<file path="src/rtl/sdram_init_pkg.sv">
package sdram_init_pkg;

   // {cs_n, ras_n, cas_n, we_n}
   typedef enum logic [3:0] {
      CMD_LMR  = 4'b0000,
      CMD_AREF = 4'b0001,
      CMD_PALL = 4'b0010,
      CMD_NOP  = 4'b0111
   } sd_cmd_e;

   typedef enum logic [3:0] {
      ST_CKE,
      ST_W_START,
      ST_PALL,
      ST_W_RP,
      ST_AREF,
      ST_W_RC,
      ST_LMR,
      ST_W_MRD,
      ST_LOAD,
      ST_DONE
   } seq_state_e;

   localparam int unsigned ALL_BANKS_BIT = 10;

endpackage

</file>
<file path="src/rtl/sdram_init_gap_timer.sv">
module sdram_init_gap_timer #(
   parameter int unsigned CW = 16
) (
   input  logic          clk,
   input  logic          rst,
   input  logic          load,
   input  logic [CW-1:0] gap,
   output logic          expire
);

   logic [CW-1:0] cnt_q;
   logic [CW-1:0] gap_eff;

   always_comb begin
      gap_eff = (gap == '0) ? CW'(1) : gap;
      expire  = load ? (gap_eff == CW'(1)) : (cnt_q == CW'(1));
   end

   always_ff @(posedge clk) begin
      if (rst)
         cnt_q <= '0;
      else if (load)
         cnt_q <= gap_eff - CW'(1);
      else if (cnt_q != '0)
         cnt_q <= cnt_q - CW'(1);
   end

   // once a gap expires without a reload, the count has run out
   a_r8_expire_drains: assert property (@(posedge clk) disable iff (rst)
      (expire && !load) |=> (cnt_q == '0));

endmodule

</file>
<file path="src/rtl/sdram_init_burst_ctr.sv">
module sdram_init_burst_ctr #(
   parameter int unsigned BW = 4
) (
   input  logic          clk,
   input  logic          rst,
   input  logic          clear,
   input  logic          step,
   input  logic [BW-1:0] target,
   output logic          last_step,
   output logic          all_done
);

   logic [BW-1:0] cnt_q;
   logic [BW-1:0] tgt_eff;

   always_comb begin
      tgt_eff   = (target == '0) ? BW'(1) : target;
      last_step = (cnt_q == tgt_eff - BW'(1));
      all_done  = (cnt_q == tgt_eff);
   end

   always_ff @(posedge clk) begin
      if (rst || clear)
         cnt_q <= '0;
      else if (step)
         cnt_q <= cnt_q + BW'(1);
   end

   // never more refreshes than the burst length asks for
   a_r4_no_overrun: assert property (@(posedge clk) disable iff (rst)
      step |-> (cnt_q < tgt_eff));

endmodule

</file>
<file path="src/rtl/sdram_init_pin_drive.sv">
module sdram_init_pin_drive
   import sdram_init_pkg::*;
#(
   parameter int unsigned ADDR_W  = 16,
   parameter int unsigned BA_W    = 2,
   parameter int unsigned RW      = 13,
   parameter bit          OUT_REG = 1'b0
) (
   input  logic              clk,
   input  logic              rst,
   input  sd_cmd_e           cmd,
   input  logic [ADDR_W-1:0] addr,
   input  logic [BA_W-1:0]   ba,
   input  logic              done,
   input  logic              load,
   input  logic [RW-1:0]     rate,
   output logic              sd_cke,
   output logic              sd_cs_n,
   output logic              sd_ras_n,
   output logic              sd_cas_n,
   output logic              sd_we_n,
   output logic [ADDR_W-1:0] sd_addr,
   output logic [BA_W-1:0]   sd_ba,
   output logic              rate_load,
   output logic [RW-1:0]     rate_value,
   output logic              init_done
);

   localparam int unsigned PW = 4 + ADDR_W + BA_W + 1 + RW + 1;
   localparam logic [PW-1:0] PK_RST = {CMD_NOP, {(PW-4){1'b0}}};

   logic [PW-1:0] pk_d;
   logic [PW-1:0] pk_o;
   logic          cke_q;

   assign pk_d = {cmd, addr, ba, load, (load ? rate : {RW{1'b0}}), done};

   always_ff @(posedge clk) begin
      if (rst)
         cke_q <= 1'b0;
      else
         cke_q <= 1'b1;
   end

   generate
      if (OUT_REG) begin : g_flop
         logic [PW-1:0] pk_q;
         always_ff @(posedge clk) begin
            if (rst)
               pk_q <= PK_RST;
            else
               pk_q <= pk_d;
         end
         assign pk_o = pk_q;
      end else begin : g_comb
         assign pk_o = pk_d;
      end
   endgenerate

   assign sd_cke = cke_q;
   assign {sd_cs_n, sd_ras_n, sd_cas_n, sd_we_n, sd_addr, sd_ba,
           rate_load, rate_value, init_done} = pk_o;

endmodule

</file>
<file path="src/rtl/sdram_init_seq.sv">
module sdram_init_seq
   import sdram_init_pkg::*;
#(
   parameter int unsigned ADDR_W  = 16,
   parameter int unsigned BA_W    = 2,
   parameter int unsigned SW      = 16,
   parameter int unsigned TW      = 8,
   parameter int unsigned BW      = 4,
   parameter int unsigned RW      = 13,
   parameter bit          OUT_REG = 1'b0
) (
   input  logic              clk,
   input  logic              rst,
   input  logic [SW-1:0]     startup_cycles,
   input  logic [TW-1:0]     trp_cycles,
   input  logic [TW-1:0]     trc_cycles,
   input  logic [TW-1:0]     tmrd_cycles,
   input  logic [BW-1:0]     refresh_burst,
   input  logic [ADDR_W-1:0] mode_value,
   input  logic [RW-1:0]     refresh_count,
   output logic              sd_cke,
   output logic              sd_cs_n,
   output logic              sd_ras_n,
   output logic              sd_cas_n,
   output logic              sd_we_n,
   output logic [ADDR_W-1:0] sd_addr,
   output logic [BA_W-1:0]   sd_ba,
   output logic              rate_load,
   output logic [RW-1:0]     rate_value,
   output logic              init_done
);

   generate
      if (ADDR_W <= ALL_BANKS_BIT) begin : g_bad_addr
         $error("ADDR_W must exceed the all-banks address bit");
      end
      if (SW < TW) begin : g_bad_sw
         $error("SW must be at least TW");
      end
      if (BA_W < 1 || BW < 1 || RW < 1 || TW < 1) begin : g_bad_w
         $error("widths must be at least 1");
      end
   endgenerate

   seq_state_e        state_q, state_d;
   logic [SW-1:0]     gap_sel;
   logic              gap_load;
   logic              gap_expire;
   logic              ref_last;
   logic              ref_all;
   sd_cmd_e           cmd;
   logic [ADDR_W-1:0] cmd_addr;

   always_comb begin
      gap_load = 1'b1;
      case (state_q)
         ST_CKE:  gap_sel = startup_cycles;
         ST_PALL: gap_sel = SW'(trp_cycles);
         ST_AREF: gap_sel = SW'(trc_cycles);
         ST_LMR:  gap_sel = SW'(tmrd_cycles);
         default: begin
            gap_sel  = '0;
            gap_load = 1'b0;
         end
      endcase
   end

   sdram_init_gap_timer #(.CW(SW)) i_gap (
      .clk    (clk),
      .rst    (rst),
      .load   (gap_load),
      .gap    (gap_sel),
      .expire (gap_expire)
   );

   sdram_init_burst_ctr #(.BW(BW)) i_burst (
      .clk       (clk),
      .rst       (rst),
      .clear     (state_q == ST_PALL),
      .step      (state_q == ST_AREF),
      .target    (refresh_burst),
      .last_step (ref_last),
      .all_done  (ref_all)
   );

   always_comb begin
      state_d = state_q;
      case (state_q)
         ST_CKE:     state_d = gap_expire ? ST_PALL : ST_W_START;
         ST_W_START: if (gap_expire) state_d = ST_PALL;
         ST_PALL:    state_d = gap_expire ? ST_AREF : ST_W_RP;
         ST_W_RP:    if (gap_expire) state_d = ST_AREF;
         ST_AREF: begin
            if (!gap_expire)
               state_d = ST_W_RC;
            else
               state_d = ref_last ? ST_LMR : ST_AREF;
         end
         ST_W_RC:    if (gap_expire) state_d = ref_all ? ST_LMR : ST_AREF;
         ST_LMR:     state_d = gap_expire ? ST_LOAD : ST_W_MRD;
         ST_W_MRD:   if (gap_expire) state_d = ST_LOAD;
         ST_LOAD:    state_d = ST_DONE;
         default:    state_d = ST_DONE;
      endcase
   end

   always_ff @(posedge clk) begin
      if (rst)
         state_q <= ST_CKE;
      else
         state_q <= state_d;
   end

   always_comb begin
      cmd      = CMD_NOP;
      cmd_addr = '0;
      case (state_q)
         ST_PALL: begin
            cmd                     = CMD_PALL;
            cmd_addr[ALL_BANKS_BIT] = 1'b1;
         end
         ST_AREF: cmd = CMD_AREF;
         ST_LMR: begin
            cmd      = CMD_LMR;
            cmd_addr = mode_value;
         end
         default: ;
      endcase
   end

   sdram_init_pin_drive #(
      .ADDR_W  (ADDR_W),
      .BA_W    (BA_W),
      .RW      (RW),
      .OUT_REG (OUT_REG)
   ) i_drive (
      .clk        (clk),
      .rst        (rst),
      .cmd        (cmd),
      .addr       (cmd_addr),
      .ba         ({BA_W{1'b0}}),
      .done       (state_q == ST_DONE),
      .load       (state_q == ST_LOAD),
      .rate       (refresh_count),
      .sd_cke     (sd_cke),
      .sd_cs_n    (sd_cs_n),
      .sd_ras_n   (sd_ras_n),
      .sd_cas_n   (sd_cas_n),
      .sd_we_n    (sd_we_n),
      .sd_addr    (sd_addr),
      .sd_ba      (sd_ba),
      .rate_load  (rate_load),
      .rate_value (rate_value),
      .init_done  (init_done)
   );

   // clock enable never drops once raised
   a_r2_cke_stays: assert property (@(posedge clk) disable iff (rst)
      sd_cke |=> sd_cke);

   // precharge only with clock enable already high
   a_r3_pall_after_cke: assert property (@(posedge clk) disable iff (rst)
      (state_q == ST_PALL) |-> sd_cke);

   // mode load only after the whole refresh burst
   a_r5_refresh_before_mode: assert property (@(posedge clk) disable iff (rst)
      (state_q == ST_LMR) |-> ref_all);

   // completion is sticky
   a_r7_done_sticky: assert property (@(posedge clk) disable iff (rst)
      (state_q == ST_DONE) |=> (state_q == ST_DONE));

   // the load step lasts one cycle and hands over to completion
   a_r6_load_once: assert property (@(posedge clk) disable iff (rst)
      (state_q == ST_LOAD) |=> (state_q == ST_DONE));

endmodule

</file>
<file path="config.mk">
export PLATFORM = sky130hd
export DESIGN_NAME = sdram_init_seq
export DESIGN_NICKNAME = d
export VERILOG_FILES = /design/src/rtl/sdram_init_pkg.sv /design/src/rtl/sdram_init_gap_timer.sv /design/src/rtl/sdram_init_burst_ctr.sv /design/src/rtl/sdram_init_pin_drive.sv /design/src/rtl/sdram_init_seq.sv
export SDC_FILE = /design/constraint.sdc
export NUM_CORES = 1
export LEC_CHECK = 0
export BUFFER_PORTS_ARGS = -buffer_cell sky130_fd_sc_hd__buf_2
export CORE_MARGIN = 3
export CORE_UTILIZATION = 48
export DETAILED_ROUTE_END_ITERATION = 7
export GPL_ROUTABILITY_DRIVEN = 1
export GPL_TIMING_DRIVEN = 0
export MAX_ROUTING_LAYER = met4
export PLACE_DENSITY = 0.79
export SYNTH_ARGS = -nofsm -noshare
export SYNTH_HDL_FRONTEND = slang
export SYNTH_SLANG_ARGS = --single-unit
</file>
<file path="constraint.sdc">
create_clock -name clk -period 3.6 [get_ports clk]
set_clock_uncertainty 0.15 [all_clocks]
set_input_delay 0.18 -clock clk [delete_from_list [all_inputs] [get_ports clk]]
set_output_delay 0.18 -clock clk [all_outputs]
set_load 0.1 [all_outputs]
</file>
==> flow_metrics.py, run 1 <==
metrics = {
    "status": {
        "outcome": "completed",
    },
    "place": {
        "dpl.cell_count": 505,
        "gp_routability_congestion": 0.928,
        "detailed_place_hpwl_mm": 6.06,
        "detailed_place.area_um2": 3180,
        "pre_cts_ws_ns": -0.200,
        "port_buffers": 109,
    },
    "clock_network": {
        "tritoncts": "built",
        "tritoncts_num_sinks": 25,
        "cts.reportedPaths.clkPinSlew_ns": 0.09,
        "cts-root-buf": "sky130_fd_sc_hd__clkbuf_8",
        "cts_made_buffers": 3,
        "holdBufCountCts": 0,
        "clk_path_buf_depth": 2,
        "htreeDepth": 1,
        "clk_lat_worst_skew_ns": 0.27,
    },
    "die": {
        "die_h_um": 78.7,
        "dieArea_um2": 6200,
        "design.core.area_um2": 4910,
        "ios": 113,
        "die_x_um": 78.7,
        "effective_utilization_at_floorplan_pct": 51.7,
        "num_rows": 25,
    },
    "power_and_ir_drop": {
        "p_leak_uw": 0.00153,
        "pwr_density_cell_nw_per_um2": 263,
        "peakVddDrop_mv": 0.206,
    },
    "yosys": {
        "ys_seq_area_share_pct": 19.7,
        "synth_enable_flop_cells": 0,
        "synth-async-reset-ratio_pct": 0,
        "yosys_register_bits": 25,
        "synth_most_common_cell": "sky130_fd_sc_hd__dfxtp_1",
        "number_of_library_cell_types_mapped_by_synthesis": 62,
        "yosys-top-cells-count": "25 x sky130_fd_sc_hd__dfxtp_1, 24 x sky130_fd_sc_hd__nor2_1, 20 x sky130_fd_sc_hd__nand2_1",
        "mappedNetlistArea_um2": 2540,
        "synth.avg_cell_area_um2": 7.76,
        "library_cell_occupying_the_most_area_in_the_post_synthesis_netlist": "sky130_fd_sc_hd__dfxtp_1",
        "yosys_most_used_dff": "sky130_fd_sc_hd__dfxtp_1",
        "ys.warnings.count": 0,
        "synthDominantCellAreaShare_pct": 19.7,
        "synthTopCellsByArea": "sky130_fd_sc_hd__dfxtp_1 20%, sky130_fd_sc_hd__mux2i_1 6.7%, sky130_fd_sc_hd__and3_1 4.2%",
        "synthesis.instances": 327,
    },
    "sta": {
        "min_period_ns": 3.44,
        "max_slew.worst_pin.slew_ns": 0.714,
        "finalHoldViolations": 0,
        "fmax_ghz": 0.291,
        "relSlewSlack_pct": 51.7,
        "final_slew_viol_count": 0,
        "setup_viol": 0,
        "setup_repair_after_global_routing_missed_its_margin": "false",
        "min_period_over_period_pct": 95.4,
        "postLayoutSetupSlackWorst_ns": 0.165,
    },
    "routing": {
        "route.vias.total": 2899,
        "detail-route-antenna-nets": 0,
        "detail_route.iter0.violations": 219,
        "first_pass_iters": 5,
        "postRouteWirelength_mm": 7.78,
        "drc_errors": 0,
        "post_drt_via_cell_ratio": 5.63,
        "detail_route.wl_per_cell_um": 15.1,
    },
    "critical_path": {
        "critPathRequiredTime_ns": 3.59,
        "critPathMaxFanout": 10,
        "worstSetupEndpointType": "flip-flop",
        "startpoint_type": "flip-flop",
        "arrival_ns": 3.43,
        "worst-setup-path-type": "reg2reg",
    },
    "cells_and_area": {
        "finalInstanceArea_um2": 3290,
        "final_net_count": 530,
        "n_fill_cell": 458,
        "multi_input_area_um2": 1880,
        "post_layout_nonfiller_instances": 515,
        "fraction_of_final_layout_cells_with_drive_strength_greater_than_1_pct": 35.9,
        "area.sequential_um2": 500,
        "antenna_cells_inserted": 0,
        "flow.area_growth_from_synthesis_pct": 29.8,
    },
    "flow_run": {
        "cap_violations": 0,
    },
    "grt": {
        "overflow": 0,
        "number_of_global_route_vias_before_repair": 2585,
        "grt_max_degree": 14,
        "antenna_found_initial": 0,
        "first_pass_grt_wire_length_mm": 12.1,
        "globalRouteTotalUtil_pct": 24.2,
    },
    "min_path": {
        "hp-class": "in2reg",
    },
}
-- area by class of cell --
type | instances | area share [%]
Buffer | 27 | 4.52
Timing Repair Buffer | 115 | 17.9
Inverter | 13 | 1.52
Multi-Input combinational cell | 264 | 56.9
Sequential cell | 25 | 15.2
Tap cell | 67 | 2.54
Clock buffer | 4 | 1.37
-- state kept, by name (all words and copies together) (netlist names) --
| register | flops |
|---|---|
| i_drive.sd_cke | 1 |
| i_burst.cnt_q | 4 |
| i_gap.cnt_q | 16 |
| state_q | 4 |
-- per-stage QoR --
step	TNS [ns]	util [%]	hold WS (ns)	power, uW
final	0	67.1	0.0734	866
after global routing	0	67.1	0.0877	910
after CTS	0	66.1	0.0790	849
after detailed placement	-0.676	64.8	0.357	680
after global placement	-0.443	64.8	0.358	670
after floorplan	0	-	0.193	578
-- report_power, final --
part           internal, uW  leakage, uW  total [uW]  switching, uW
Clock                  79.4    0.0000228         173           93.4
Combinational           154      0.00130         368            214
Sequential              301     0.000206         325           23.4
-- path summary, 6_finish.rpt --
check | from | slack, ns | end | cells after the start
worst min register to register | i_gap.cnt_q[1] | 0.42 | i_gap.cnt_q[1] | 2
worst max-delay path | state_q[0] | 0.16 | i_gap.cnt_q[8] | 12
worst min-delay path | startup_cycles[10] | 0.07 | i_gap.cnt_q[10] | 3
worst max register to register | state_q[0] | 0.16 | i_gap.cnt_q[8] | 12
-- kinds of logic (layout without fill, tap and decap cells) --
kind of cell | after synthesis | in the layout | share of synthesized area [%]
mux | 22 | 22 | 9.51
fa+ha+maj | 6 | 6 | 2.96
xor+xnor | 21 | 21 | 7.25
buf+inv | 40 | 159 | 7.79
flops | 25 | 25 | 19.7
other cells | 1 | 3 | 0.148
compound gates | 66 | 66 | 19.1
simple gates | 146 | 146 | 33.5
-- worst max-delay path, cell delays in order (launching register included) --
cell and delay [ns]:
sky130_fd_sc_hd__dfxtp_1 0.37, sky130_fd_sc_hd__clkbuf_2 0.22, sky130_fd_sc_hd__or4_1 0.52, sky130_fd_sc_hd__buf_2 0.21, sky130_fd_sc_hd__o22ai_1 0.18, sky130_fd_sc_hd__nor2_1 0.13
sky130_fd_sc_hd__a41oi_2 0.25, sky130_fd_sc_hd__ha_1 0.22, sky130_fd_sc_hd__nand2_1 0.12, sky130_fd_sc_hd__or4_1 0.40, sky130_fd_sc_hd__buf_2 0.18, sky130_fd_sc_hd__xnor2_1 0.24
sky130_fd_sc_hd__a21oi_1 0.11
-- layer usage --
metal	global-route usage, %	routed length, um	vias up
met1	32.3	3400	1337
met4	6.82	89	0
met5	-	0	-
li1	-	-	1445
met2	38.9	3770	108
met3	2.61	523	9
-- cell usage in the layout, fill, tap and decap left out, drive strengths merged, types with 14 or more instances in the layout --
cell	count
and2	15
and3	17
buf	129
clkbuf	17
dfxtp	25
mux2i	17
nand2	20
nor2	24
nor3	14
-- repair_timing --
item / CTS / global route
gates resized for setup: 3 / 2
pin swaps: 0 / 2
gates cloned: 0 / 0
setup buffers: 0 / 6
endpoints found under the setup margin: 4 / 5
(Power assumes the default switching activity.)
==> inputs of run 2 (changes only) <==
- ABC_AREA: default -> 1
- CORE_UTILIZATION: 48 -> 49
- PLACE_DENSITY: 0.79 -> 0.8
==> run 2 against run 1 <==
Net effect:
- fmax is 11% higher
- die area is 0.97% higher
- area after synthesis is 3.2% higher
- count of clock-buffer cells in the layout stayed put
- global-route usage is 0.29 points higher
- power grew to 2.9 times the previous value
- routed wire length is 3.6% lower
- flip-flop and latch count stayed put
- critical path depth is 6 higher
- sequential power is 42% higher
- critical endpoint is now i_gap.cnt_q[12]
==> flow_metrics.py, run 2 <==
metrics = {
    "flow_run": {
        "cap_violations": 0,
    },
    "yosys": {
        "synth_most_common_cell": "sky130_fd_sc_hd__nor2_1",
        "synth.avg_cell_area_um2": 5.55,
        "synth_enable_flop_cells": 0,
        "yosys-top-cells-count": "93 x sky130_fd_sc_hd__nor2_1, 88 x sky130_fd_sc_hd__inv_1, 81 x sky130_fd_sc_hd__nand2_1",
        "library_cell_occupying_the_most_area_in_the_post_synthesis_netlist": "sky130_fd_sc_hd__dfxtp_1",
        "synthesis.instances": 472,
        "ys.warnings.count": 0,
        "ys_seq_area_share_pct": 19.1,
        "synth-async-reset-ratio_pct": 0,
        "synthTopCellsByArea": "sky130_fd_sc_hd__dfxtp_1 19%, sky130_fd_sc_hd__nor2_1 13%, sky130_fd_sc_hd__inv_1 13%",
        "mappedNetlistArea_um2": 2620,
        "synthDominantCellAreaShare_pct": 19.1,
        "yosys_register_bits": 25,
        "number_of_library_cell_types_mapped_by_synthesis": 38,
        "yosys_most_used_dff": "sky130_fd_sc_hd__dfxtp_1",
    },
    "clock_network": {
        "clk_path_buf_depth": 2,
        "cts.repair.resized": 0,
        "post_cts.repair.setup_buffers": 0,
        "tritoncts_num_sinks": 25,
        "holdBufCountCts": 0,
        "cts.reportedPaths.clkPinSlew_ns": 0.09,
        "tritoncts": "built",
        "cts_made_buffers": 3,
        "clk_lat_worst_skew_ns": 0.27,
        "htreeDepth": 1,
        "cts-root-buf": "sky130_fd_sc_hd__clkbuf_8",
    },
    "grt": {
        "first_pass_grt_wire_length_mm": 12.5,
        "globalRouteTotalUtil_pct": 24.5,
        "overflow": 0,
        "grt_max_degree": 14,
        "antenna_found_initial": 0,
        "number_of_global_route_vias_before_repair": 2884,
    },
    "power_and_ir_drop": {
        "sw_frac_of_total_pct": 59.1,
        "power.combinational.fraction_pct": 75.1,
        "power_switching_uw": 1500,
        "clock_power_share_pct": 6.7,
        "intPower_uw": 1040,
        "pwr_density_cell_nw_per_um2": 767,
        "p_leak_uw": 0.00194,
        "peakVddDrop_mv": 0.365,
        "pwr-share-seq_pct": 18.2,
    },
    "critical_path": {
        "critPathMaxStageDelay_ns": 0.49,
        "startpoint_type": "flip-flop",
        "critical_path.top_delay_family": "simple AND/OR/NAND/NOR gates",
        "worst_path_max_delay_cell": "sky130_fd_sc_hd__dfxtp_1",
        "worstSetupEndpointType": "flip-flop",
        "critPathMaxFanout": 9,
        "cp.buffers_inverters": 3,
        "arrival_ns": 3.10,
        "critPathRequiredTime_ns": 3.61,
        "path_cells": "nor2_2, nand2_2, inv_2, nand2_1, nand2_1, nor2_1, nand2_1, nor2_1, nand3_2, nand2_2, inv_2, ha_1, inv_1, nor2_4, nand4_1, nor2_1, o21ai_0, a21oi_1",
        "worst-setup-path-type": "reg2reg",
    },
    "die": {
        "die_x_um": 79.1,
        "ios": 113,
        "design.core.area_um2": 4940,
        "die_h_um": 79.1,
        "effective_utilization_at_floorplan_pct": 53.0,
        "num_rows": 25,
        "dieArea_um2": 6260,
    },
    "sta": {
        "fmax_ghz": 0.323,
        "tns_ns": 0,
        "max_slew.worst_pin.slew_ns": 0.583,
        "final_slew_viol_count": 0,
        "min_period_ns": 3.10,
        "relSlewSlack_pct": 60.8,
        "min_period_over_period_pct": 86.1,
        "setup_repair_after_global_routing_missed_its_margin": "false",
        "finalHoldViolations": 0,
        "postLayoutSetupSlackWorst_ns": 0.501,
        "worst_hold_slack_ns": 0.118,
        "setup_viol": 0,
    },
    "place": {
        "port_buffers": 108,
        "gp_routability_congestion": 0.928,
        "pre_cts_ws_ns": 0.586,
        "detailed_place_hpwl_mm": 6.34,
    },
    "cells_and_area": {
        "top_regs": "i_gap.cnt_q: 16 flops, i_burst.cnt_q: 4 flops, state_q: 4 flops",
        "regMostFlops": "i_gap.cnt_q",
        "largest_register_ff_count": 16,
        "final_net_count": 668,
        "final_core_util_pct": 66.8,
        "layout.cells.most_common_list": "110 x sky130_fd_sc_hd__buf_2, 93 x sky130_fd_sc_hd__nor2_1, 88 x sky130_fd_sc_hd__inv_1",
        "layout_commonest_cell": "sky130_fd_sc_hd__buf_2",
        "flow.area_growth_from_synthesis_pct": 26.0,
        "antenna_cells_inserted": 0,
        "fraction_of_final_layout_cells_with_drive_strength_greater_than_1_pct": 25.8,
    },
    "min_path": {
        "hp-class": "in2reg",
    },
    "routing": {
        "met1_length_mm": 3.46,
        "detail_route.wl_per_cell_um": 11.5,
        "detail_route.iter0.violations": 214,
        "routed-wl-met3_um": 561,
        "met2WireLength_mm": 3.42,
        "postRouteWirelength_mm": 7.50,
        "detail-route-antenna-nets": 0,
        "drc_errors": 0,
        "highest-signal-layer": "met4",
        "route.vias.total": 3246,
        "first_pass_iters": 7,
        "post_drt_via_cell_ratio": 4.97,
    },
    "status": {
        "outcome": "completed",
    },
}
run 2: cell count changes after synthesis, moves of 17 or more:
cell                      before  now
sky130_fd_sc_hd__nand2_1      20   81
sky130_fd_sc_hd__inv_1        12   88
sky130_fd_sc_hd__and3_1       17    0
sky130_fd_sc_hd__nor2_1       24   93
sky130_fd_sc_hd__nand3_1       8   48
run 2: tightest hold or removal path, delay by kind of cell:
family          cells  cell delay, ns
compound gates      2            0.17
buf+inv             1            0.10
simple gates        1            0.06
run 2: cell type report:
type                            count  area [um^2]
Buffer                             12         73.8
Clock buffer                        4         45.0
Fill cell                         495         1640
Inverter                           92          345
Multi-Input combinational cell    345         1710
Sequential cell                    25          500
Tap cell                           67         83.8
Timing Repair Buffer              108          541
run 2: stage by stage:
step,instances,total power [uW],cell area (um^2)
floorplan,474,1910,2630
global placement,649,2290,3260
detailed placement,649,2320,3260
CTS,653,2500,3300
global route,653,2780,3300
finish,653,2530,3300
run 2: power by group through the flow:
stage | sequential (uW) | clock [uW] | combinational [uW]
after detailed placement | 463 | 0 | 1860
after global placement | 459 | 0 | 1840
final | 462 | 170 | 1900
after global routing | 471 | 176 | 2130
after CTS | 457 | 171 | 1870
after floorplan | 444 | 0 | 1470
run 2: cell families (layout without fill, tap and decap cells):
family | Yosys count | after routing | share of synthesized area (%)
compound gates | 58 | 58 | 12.2
mux | 1 | 1 | 0.382
simple gates | 266 | 266 | 45.6
xor+xnor | 11 | 11 | 3.68
buf+inv | 104 | 216 | 16.0
fa+ha+maj | 6 | 6 | 2.87
other cells | 1 | 3 | 0.143
flops | 25 | 25 | 19.1
run 2: layer usage:
layer / track usage (%) / vias up
li1: - / 1702
met1: 32.5 / 1402
met2: 41.4 / 136
met3: 1.81 / 6
met4: 4.47 / 0
met5: - / -
run 2: worst paths after layout:
kind                                    startpoint          endpoint  slack [ns]  depth (start not counted)
worst min-delay path            startup_cycles[15]   i_gap.cnt_q[15]        0.12                          4
worst max register to register          state_q[0]   i_gap.cnt_q[12]        0.50                         18
worst min register to register    i_burst.cnt_q[3]  i_burst.cnt_q[3]        0.36                          1
worst max-delay path                    state_q[0]   i_gap.cnt_q[12]        0.50                         18
